$ cat src/rtl/ssw_pkg.sv
`timescale 1ns/1ps
package ssw_pkg;

    localparam int unsigned NPORT   = 5;
    localparam int unsigned SEL_W   = 3;
    localparam int unsigned ROUTE_W = NPORT * SEL_W;

    // Source codes; channel index = code - 1
    typedef enum logic [SEL_W-1:0] {
        SRC_NONE  = 3'd0,
        SRC_NORTH = 3'd1,
        SRC_EAST  = 3'd2,
        SRC_SOUTH = 3'd3,
        SRC_WEST  = 3'd4,
        SRC_PROC  = 3'd5
    } src_e;

    function automatic logic src_is_live(input logic [SEL_W-1:0] code);
        return (code >= SRC_NORTH) && (code <= SRC_PROC);
    endfunction

    function automatic logic [SEL_W-1:0] src_channel(input logic [SEL_W-1:0] code);
        return code - 3'd1;
    endfunction

endpackage

$ cat src/rtl/ssw_fifo.sv
`timescale 1ns/1ps
module ssw_fifo #(
    parameter int unsigned DW    = 32,
    parameter int unsigned DEPTH = 4
) (
    input  logic          clk,
    input  logic          rst_n,
    input  logic          push,
    input  logic [DW-1:0] push_data,
    input  logic          pop,
    output logic [DW-1:0] head,
    output logic          not_empty,
    output logic          not_full
);
    localparam int unsigned AW = (DEPTH > 1) ? $clog2(DEPTH) : 1;
    localparam int unsigned CW = $clog2(DEPTH + 1);

    typedef struct packed {
        logic [AW-1:0] rd;
        logic [AW-1:0] wr;
        logic [CW-1:0] cnt;
    } fifo_st_t;

    fifo_st_t      st_d, st_q;
    logic [DW-1:0] slot_q [DEPTH];
    logic          do_push, do_pop;

    function automatic logic [AW-1:0] bump(input logic [AW-1:0] p);
        if (p == AW'(DEPTH - 1)) return '0;
        return p + 1'b1;
    endfunction

    assign not_empty = (st_q.cnt != '0);
    assign not_full  = (st_q.cnt != CW'(DEPTH));
    assign head      = slot_q[st_q.rd];
    assign do_push   = push && not_full;
    assign do_pop    = pop && not_empty;

    always_comb begin
        st_d = st_q;
        if (do_push) st_d.wr = bump(st_q.wr);
        if (do_pop)  st_d.rd = bump(st_q.rd);
        case ({do_push, do_pop})
            2'b10:   st_d.cnt = st_q.cnt + 1'b1;
            2'b01:   st_d.cnt = st_q.cnt - 1'b1;
            default: st_d.cnt = st_q.cnt;
        endcase
    end

    always_ff @(posedge clk) begin
        if (!rst_n) st_q <= '0;
        else        st_q <= st_d;
    end

    always_ff @(posedge clk) begin
        if (do_push) slot_q[st_q.wr] <= push_data;
    end

    AST_NO_OVERFLOW: assert property (@(posedge clk) disable iff (!rst_n)
        push |-> not_full);
    AST_NO_UNDERFLOW: assert property (@(posedge clk) disable iff (!rst_n)
        pop |-> not_empty);

endmodule

$ cat src/rtl/ssw_xbar.sv
`timescale 1ns/1ps
module ssw_xbar
    import ssw_pkg::*;
#(
    parameter int unsigned DW = 32
) (
    input  logic [NPORT-1:0][SEL_W-1:0] route,
    input  logic                        commit,
    input  logic [NPORT-1:0][DW-1:0]    in_head,
    output logic [NPORT-1:0]            need_in,
    output logic [NPORT-1:0]            use_out,
    output logic [NPORT-1:0]            in_pop,
    output logic [NPORT-1:0]            out_push,
    output logic [NPORT-1:0][DW-1:0]    out_data
);
    logic [NPORT-1:0][NPORT-1:0] pick; // pick[o][i]: output o reads input i

    for (genvar o = 0; o < NPORT; o++) begin : g_out
        always_comb begin
            pick[o]     = '0;
            use_out[o]  = src_is_live(route[o]);
            out_data[o] = '0;
            if (use_out[o]) begin
                pick[o][src_channel(route[o])] = 1'b1;
                out_data[o] = in_head[src_channel(route[o])];
            end
        end
    end

    for (genvar i = 0; i < NPORT; i++) begin : g_in
        always_comb begin
            need_in[i] = 1'b0;
            for (int o = 0; o < NPORT; o++) begin
                need_in[i] = need_in[i] | pick[o][i];
            end
        end
    end

    // a shared input is popped once regardless of fan-out
    assign in_pop   = commit ? need_in : '0;
    assign out_push = commit ? use_out : '0;

endmodule

$ cat src/rtl/ssw_seq.sv
`timescale 1ns/1ps
module ssw_seq
    import ssw_pkg::*;
#(
    parameter int unsigned IMEM_DEPTH = 16,
    parameter int unsigned PC_W       = 4,
    parameter int unsigned INSTR_W    = ROUTE_W + 1 + PC_W
) (
    input  logic                        clk,
    input  logic                        rst_n,
    input  logic                        wr_en,
    input  logic [PC_W-1:0]             wr_addr,
    input  logic [INSTR_W-1:0]          wr_data,
    input  logic [NPORT-1:0]            need_in,
    input  logic [NPORT-1:0]            in_avail,
    input  logic [NPORT-1:0]            use_out,
    input  logic [NPORT-1:0]            out_space,
    output logic [NPORT-1:0][SEL_W-1:0] route,
    output logic                        commit
);
    localparam int unsigned JMP_BIT = ROUTE_W;
    localparam int unsigned TGT_LO  = ROUTE_W + 1;

    typedef struct packed {
        logic [PC_W-1:0] pc;
    } seq_st_t;

    seq_st_t            st_d, st_q;
    logic [INSTR_W-1:0] prog_q [IMEM_DEPTH];
    logic [INSTR_W-1:0] instr;
    logic               jump;
    logic [PC_W-1:0]    target;
    logic               operands_ok, space_ok;

    assign instr  = prog_q[st_q.pc];
    assign route  = instr[ROUTE_W-1:0];
    assign jump   = instr[JMP_BIT];
    assign target = instr[INSTR_W-1:TGT_LO];

    assign operands_ok = &(~need_in | in_avail);
    assign space_ok    = &(~use_out | out_space);
    assign commit      = operands_ok && space_ok;

    always_comb begin
        st_d = st_q;
        if (commit) begin
            if (jump)                               st_d.pc = target;
            else if (st_q.pc == PC_W'(IMEM_DEPTH-1)) st_d.pc = '0;
            else                                    st_d.pc = st_q.pc + 1'b1;
        end
    end

    always_ff @(posedge clk) begin
        if (!rst_n) st_q <= '0;
        else        st_q <= st_d;
    end

    always_ff @(posedge clk) begin
        if (wr_en) prog_q[wr_addr] <= wr_data;
    end

    AST_PC_HOLD: assert property (@(posedge clk) disable iff (!rst_n)
        !commit |=> $stable(st_q.pc));
    AST_PC_BRANCH: assert property (@(posedge clk) disable iff (!rst_n)
        (commit && jump) |=> (st_q.pc == $past(target)));

endmodule

$ cat src/rtl/ssw_static_switch.sv
`timescale 1ns/1ps
module ssw_static_switch
    import ssw_pkg::*;
#(
    parameter  int unsigned DATA_W     = 32,
    parameter  int unsigned FIFO_DEPTH = 4,
    parameter  int unsigned IMEM_DEPTH = 16,
    localparam int unsigned PC_W       = (IMEM_DEPTH > 1) ? $clog2(IMEM_DEPTH) : 1,
    localparam int unsigned INSTR_W    = ROUTE_W + 1 + PC_W
) (
    input  logic                         clk,
    input  logic                         rst_n,
    input  logic [NPORT-1:0]             in_valid,
    output logic [NPORT-1:0]             in_ready,
    input  logic [NPORT-1:0][DATA_W-1:0] in_data,
    output logic [NPORT-1:0]             out_valid,
    input  logic [NPORT-1:0]             out_ready,
    output logic [NPORT-1:0][DATA_W-1:0] out_data,
    input  logic                         imem_we,
    input  logic [PC_W-1:0]              imem_addr,
    input  logic [INSTR_W-1:0]           imem_wdata
);
    logic [NPORT-1:0][DATA_W-1:0] in_head;
    logic [NPORT-1:0]             in_avail;
    logic [NPORT-1:0]             in_pop;
    logic [NPORT-1:0]             need_in, use_out;
    logic [NPORT-1:0]             out_space, out_push;
    logic [NPORT-1:0][DATA_W-1:0] xbar_data;
    logic [NPORT-1:0][SEL_W-1:0]  route;
    logic                         commit;

    for (genvar g = 0; g < NPORT; g++) begin : g_port
        ssw_fifo #(.DW(DATA_W), .DEPTH(FIFO_DEPTH)) u_in_buf (
            .clk       (clk),
            .rst_n     (rst_n),
            .push      (in_valid[g] && in_ready[g]),
            .push_data (in_data[g]),
            .pop       (in_pop[g]),
            .head      (in_head[g]),
            .not_empty (in_avail[g]),
            .not_full  (in_ready[g])
        );

        ssw_fifo #(.DW(DATA_W), .DEPTH(FIFO_DEPTH)) u_out_buf (
            .clk       (clk),
            .rst_n     (rst_n),
            .push      (out_push[g]),
            .push_data (xbar_data[g]),
            .pop       (out_valid[g] && out_ready[g]),
            .head      (out_data[g]),
            .not_empty (out_valid[g]),
            .not_full  (out_space[g])
        );

        AST_OUT_HOLD: assert property (@(posedge clk) disable iff (!rst_n)
            (out_valid[g] && !out_ready[g]) |=> (out_valid[g] && $stable(out_data[g])));
    end

    ssw_seq #(.IMEM_DEPTH(IMEM_DEPTH), .PC_W(PC_W), .INSTR_W(INSTR_W)) u_seq (
        .clk       (clk),
        .rst_n     (rst_n),
        .wr_en     (imem_we),
        .wr_addr   (imem_addr),
        .wr_data   (imem_wdata),
        .need_in   (need_in),
        .in_avail  (in_avail),
        .use_out   (use_out),
        .out_space (out_space),
        .route     (route),
        .commit    (commit)
    );

    ssw_xbar #(.DW(DATA_W)) u_xbar (
        .route    (route),
        .commit   (commit),
        .in_head  (in_head),
        .need_in  (need_in),
        .use_out  (use_out),
        .in_pop   (in_pop),
        .out_push (out_push),
        .out_data (xbar_data)
    );

    AST_MOVE_PAIRED: assert property (@(posedge clk) disable iff (!rst_n)
        (|in_pop) |-> (|out_push));

endmodule

$ cat config.mk
export PLATFORM = sky130hd
export DESIGN_NAME = ssw_static_switch
export DESIGN_NICKNAME = d
export VERILOG_FILES = /design/src/rtl/ssw_pkg.sv /design/src/rtl/ssw_fifo.sv /design/src/rtl/ssw_xbar.sv /design/src/rtl/ssw_seq.sv /design/src/rtl/ssw_static_switch.sv
export SDC_FILE = /design/constraint.sdc
export NUM_CORES = 2
export LEC_CHECK = 0
export ABC_CLOCK_PERIOD_IN_PS = 9300
export BUFFER_PORTS_ARGS = -buffer_cell sky130_fd_sc_hd__buf_2
export CAP_MARGIN = 40
export CORE_ASPECT_RATIO = 1.2
export CORE_MARGIN = 5
export CORE_UTILIZATION = 66
export DETAILED_ROUTE_END_ITERATION = 7
export PLACE_DENSITY = 0.82
export SYNTH_ARGS = -nofsm -noshare
export SYNTH_HDL_FRONTEND = slang
export SYNTH_SLANG_ARGS = --single-unit
$ cat constraint.sdc
create_clock -name clk -period 9.3 [get_ports clk]
set_input_delay 1.86 -clock clk [delete_from_list [all_inputs] [get_ports clk]]
set_output_delay 1.86 -clock clk [all_outputs]
set_load 0.005 [all_outputs]
Word-level counts from Yosys, hierarchy flattened
Memories as Yosys holds them, arrays and structs flattened. A register that Yosys moved wholly into a read port is not among the register bits.
Cells that the tools add are included.
{"block": "totals", "ram_bits": 1600, "output_inout_bits": 170, "register_bits": 74, "memories": 11}
{"block": "classes", "add_sub_neg": 46, "n_lt_le_gt_ge": 20, "reduce_logical": 63, "bitwise": 24, "n_eq_ne": 51, "muxes": 168}
{"memory": "u_seq.prog_q", "depth": 16, "width": 20, "rd": 1, "rd_ports_with_merged_regs": 1, "wr": 1, "line": "ssw_seq.sv:29", "text": "logic [INSTR_W-1:0] prog_q [IMEM_DEPTH];"}
{"memory": "g_port[0].u_in_buf.slot_q", "depth": 4, "width": 32, "rd": 1, "rd_ports_with_merged_regs": 1, "wr": 1, "line": "ssw_fifo.sv:25", "text": "logic [DW-1:0] slot_q [DEPTH];"}
{"memory": "g_port[0].u_out_buf.slot_q", "depth": 4, "width": 32, "rd": 1, "rd_ports_with_merged_regs": 1, "wr": 1, "line": "ssw_fifo.sv:25"}
{"memory": "g_port[1].u_in_buf.slot_q", "depth": 4, "width": 32, "rd": 1, "rd_ports_with_merged_regs": 1, "wr": 1, "line": "ssw_fifo.sv:25"}
{"memory": "g_port[1].u_out_buf.slot_q", "depth": 4, "width": 32, "rd": 1, "rd_ports_with_merged_regs": 1, "wr": 1, "line": "ssw_fifo.sv:25"}
{"memory": "g_port[2].u_in_buf.slot_q", "depth": 4, "width": 32, "rd": 1, "rd_ports_with_merged_regs": 1, "wr": 1, "line": "ssw_fifo.sv:25"}
{"memory": "5 more memories"}
{"operator": "$bmux W32 S3", "count": 5}
{"operator": "$mux W32", "count": 10}
{"operator": "$mux W2", "count": 60}
{"operator": "$mux W1", "count": 67}
{"operator": "$eq A2 B2 Y1 const B", "count": 30}
{"operator": "$pmux W3 S2", "count": 10}
{"operator": "$sub A3 B1 Y3 const B", "count": 15}
{"operator": "$logic_and A1 B1 Y1", "count": 41}
{"operator": "$add A2 B1 Y2 const B", "count": 20}
{"operator": "$mux W5", "count": 7}
{"operator": "$add A3 B1 Y3 const B", "count": 10}
{"operator": "$ge A3 B1 Y1 const B", "count": 10}
{"operator": "$ne A3 B3 Y1 const B", "count": 10}
{"operator": "$reduce_bool A3 Y1", "count": 10}
{"operator": "$eq A2 B1 Y1 const B", "count": 10}
{"operator": "$lt A3 B4 Y1 const B", "count": 5}
{"operator": "$or A1 B1 Y1", "count": 20}
{"operator": "$reduce_bool A2 Y1", "count": 10}
{"operator": "$mux W4", "count": 4}
{"operator": "$demux W1 S3", "count": 5}
{"operator": "$le A3 B3 Y1 const B", "count": 5}
{"operator": "$not A5 Y5", "count": 2}
{"operator": "$or A5 B5 Y5", "count": 2}
{"operator": "$reduce_and A5 Y1", "count": 2}
{"operator": "2 further kinds", "count": 2}

Logic depth before layout (Yosys ltp)
{"block": "depth", "word_depth": 20, "depth_mapped": 27, "mapped_depth_nobuf": 21}

Cells and area by module
A second synthesis with hierarchy kept.
{"block": "hier_totals", "cells_unflattened": 3856, "hier_area_um2": 71599.9}
{"module": "ssw_fifo", "cells_each": 223, "area_per_inst_um2": 5107.4, "seq_area_each_um2": 4023.9, "instances": 10}
{"module": "ssw_seq", "cells_each": 532, "area_per_inst_um2": 12802.3, "seq_area_each_um2": 9769.4, "instances": 1}
{"module": "ssw_xbar", "cells_each": 1084, "area_per_inst_um2": 7661.1, "seq_area_each_um2": 0.0, "instances": 1}
{"module": "ssw_static_switch", "cells_each": 10, "area_per_inst_um2": 62.6, "seq_area_each_um2": 0.0, "instances": 1}

Least setup slack after synthesis
OpenSTA, ideal clock, no wires.
{"block": "synth_path", "path_kind": "register to register", "startpoint": "reg (tool-made name)", "endpoint": "mem g_port[2].u_out_buf.slot_q[0][0], enable pin", "slack_ps": 2917, "t_arrival_ps": 5961, "path_stages_with_launch": 22, "required_ps": 8879, "cell_sequence": "dfxtp_1 > buf_6 > buf_4 > mux4_2 > nand2_1 > and4_1 > buf_2 > inv_1 > buf_1 > ha_1 > clkbuf_1 > a21boi_0 > a22o_1 > nor4_1 > a311o_1 > o31a_1 > or4b_1 > buf_2 > nor3_4 > or3b_1 > buf_4 > nor2_1"}
{"item": "end, declared", "line": "ssw_fifo.sv:25"}

==> flow_summary.toml <==
[status]
status = "finished, violations left"
violations = "design-rule violations"

[finish]
drive_gt1_share_pct = 27.9
layout.nets = 4614
layoutNonFillerInstCount = 5902
syn2layout_area_growth_pct = 12.9

[floorplanning]
fp.dieW_um = 309
die_area_um2 = 114000
initial_core_util_pct = 66.5
fp.dieH_um = 369
num_io_pins = 367
row_count = 131
fp.coreArea_um2 = 106000

[sta]
finalClockSkew_ns = 0.0314
timing.fmax_mhz = 138
drv_slew = 0
rsz0062_at_grt = "false"
hold_viol = 0
period_share_pct = 77.9
relSlewSlack_pct = 30.8
setup_viol = 0
hold_slack_ns = 0.490
worst_pin_slew_ns = 1.03
fin_crit_ns = 7.24
fin_setup_tns_ns = 0

[synth]
ys.flop_type = "edfxtp_1"
synth.most_common_cell = "edfxtp_1"
synthTopCellsByCount = "edfxtp_1, mux4_2, nor2_1"
yosys.area_share.adder_pct = 1.52
synth_area_um2 = 70800
synth_largest_area_cell = "edfxtp_1"
ys_ff_latch = 1698
synthDistinctLibCells = 80
yosys.area.top_type_share_pct = 67.9
yosysWarnings = 0
synth_nets = 4228
synthSimpleGateAreaFrac_pct = 4.12
syn_avg_cell_area_um2 = 17.9
synth_xor_area_share_pct = 0.329
async_flop_share_pct = 0
yosys-top-cells-area = "edfxtp_1, mux4_2, dfxtp_1"
synthMuxAreaShare_pct = 15.4
synth_seq_area_share_pct = 70.6
synth_edf_count = 1600
synthCells = 3951
synth_top_family_by_area = "multiplexers"
synth_compound_area_share_pct = 5.91

[worst_setup_path]
crit_chain = "buf_12, mux2i_1, a22o_1, o21bai_1, nand2_1, ha_1, buf_4, inv_1, a311o_1, o31a_1, or4b_1, nor3_4, or3b_1, ha_1, inv_1, fa_1, xor2_1, or3_1, a21oi_1"
crit_path_max_incr_delay_ns = 0.81
crit_family = "simple AND/OR/NAND/NOR gates"
arrival_ns = 7.95
timing.critical_path.buf_inv = 4
cp-start-kind = "flop"
cp-end-kind = "flop"
r2r_slack_ns = 2.06
critPathRequiredTime_ns = 10.01
worst_path_max_delay_cell = "dfxtp_4"
timing_worst_setup_path_type = "reg2reg"
path_max_fanout = 60

[placed_design]
gp_congestion = 1.04
dpl.hpwl_um = 136000
place_inst = 5574
port_buffers = 366

[clocking]
clk_pin_slew_ns = 0.07
clkSinkCount = 1698
cts_hold_buf = 0
clockBufferDepth = 3
cts_tree = "yes"
postCtsSetupBuffers = 0
worstSkewPairLatency_ns = 0.81
cts_resized = 0
numCtsBuffers = 154
htreeDepth = 4
root_buffer = "clkbuf_16"

[global_routing]
antenna_found_initial = 55
grt_max_degree = 98
grt_usage_pct = 37.3
gr-total-overflow = 0
grt_pass1_wl_um = 300000
grt_pass1_vias = 41900

[flow_run]
maxCapViolations = 0

[routing]
detail-route-antenna-nets = 0
drc = 11
drt-pass1-iter-count = 8
via_per_inst = 7.16
wl_per_cell_um = 35.9
vias = 42300
wl_um = 212000
first_iter_violations = 7144

[min_path]
hold_path.class = "reg2reg"
[sequential cells by signal, indices dropped and copies added, names as in the netlist, named ones only]
name / flops
g_port.u_in_buf.st_q: 35
u_seq.prog_q: 320
u_seq.st_q: 4
g_port.u_out_buf.slot_q: 640
g_port.u_out_buf.st_q: 35
g_port.u_in_buf.slot_q: 640
[per-stage QoR]
stage	utilization, %	worst slack (ns)	cell area [um^2]
finish	75.2	2.06	80000
global placement	69.9	1.85	74400
global route	75.1	1.73	79900
detailed placement	70.2	2.25	74700
floorplan	-	2.92	70800
CTS	75.1	2.15	79800
[final cells by class]
class	instances	area (um^2)
clock buffer	200	4130
inverter	105	394
multi-input combinational	1888	19600
sequential	1698	50000
fill	5722	26400
antenna	38	95.1
timing repair buffer	490	2960
tap	1396	1750
clock inverter	87	1030
[worst paths after layout]
check	from	end	depth (start not counted)
worst max register to register	flop	g_port[2].u_out_buf.st_q[2]	19
worst min-delay path	g_port[1].u_out_buf.st_q[6]	g_port[1].u_out_buf.st_q[6]	2
worst min register to register	g_port[1].u_out_buf.st_q[6]	g_port[1].u_out_buf.st_q[6]	2
worst max-delay path	flop	g_port[2].u_out_buf.st_q[2]	19
[cells in the final DEF, fill, tap and decap left out, types with 106 or more instances in the layout]
master,count
a21oi_1,116
a22oi_1,149
buf_2,370
buf_4,106
clkbuf_16,155
edfxtp_1,1600
mux4_2,443
nand2_1,127
nor2_1,224
o21ai_0,139
[worst reg2reg max path: cells and delay by family (launching register included)]
family | cells | cell delay, ns
buffers and inverters | 4 | 1.36
XOR/XNOR | 1 | 0.08
flip-flops | 1 | 0.81
AO/OA/AOI/OAI | 5 | 1.42
multiplexers | 1 | 0.22
AND/OR/NAND/NOR | 5 | 2.47
adder cells (fa/ha/maj) | 3 | 0.81
[cells by family (layout without fill, tap and decap cells)]
group	Yosys count	after routing
buf+inv	365	882
simple gates	627	627
other cells	0	38
mux	533	533
fa+ha+maj	80	80
flops	1698	1698
compound gates	623	623
xor+xnor	25	25
[per-layer routing]
metal  up-vias  track usage [%]  part of all wire [%]
met5         -                0                 0.085
met4        26             22.7                   7.8
met3       863             12.6                    13
met2      3466             57.4                    47
met1     21000             46.4                    32
li1      16900                -                     -
Power is left out: the tool's default activity adds up to more than one toggle a clock period on the data nets, which glitch-free logic cannot reach.
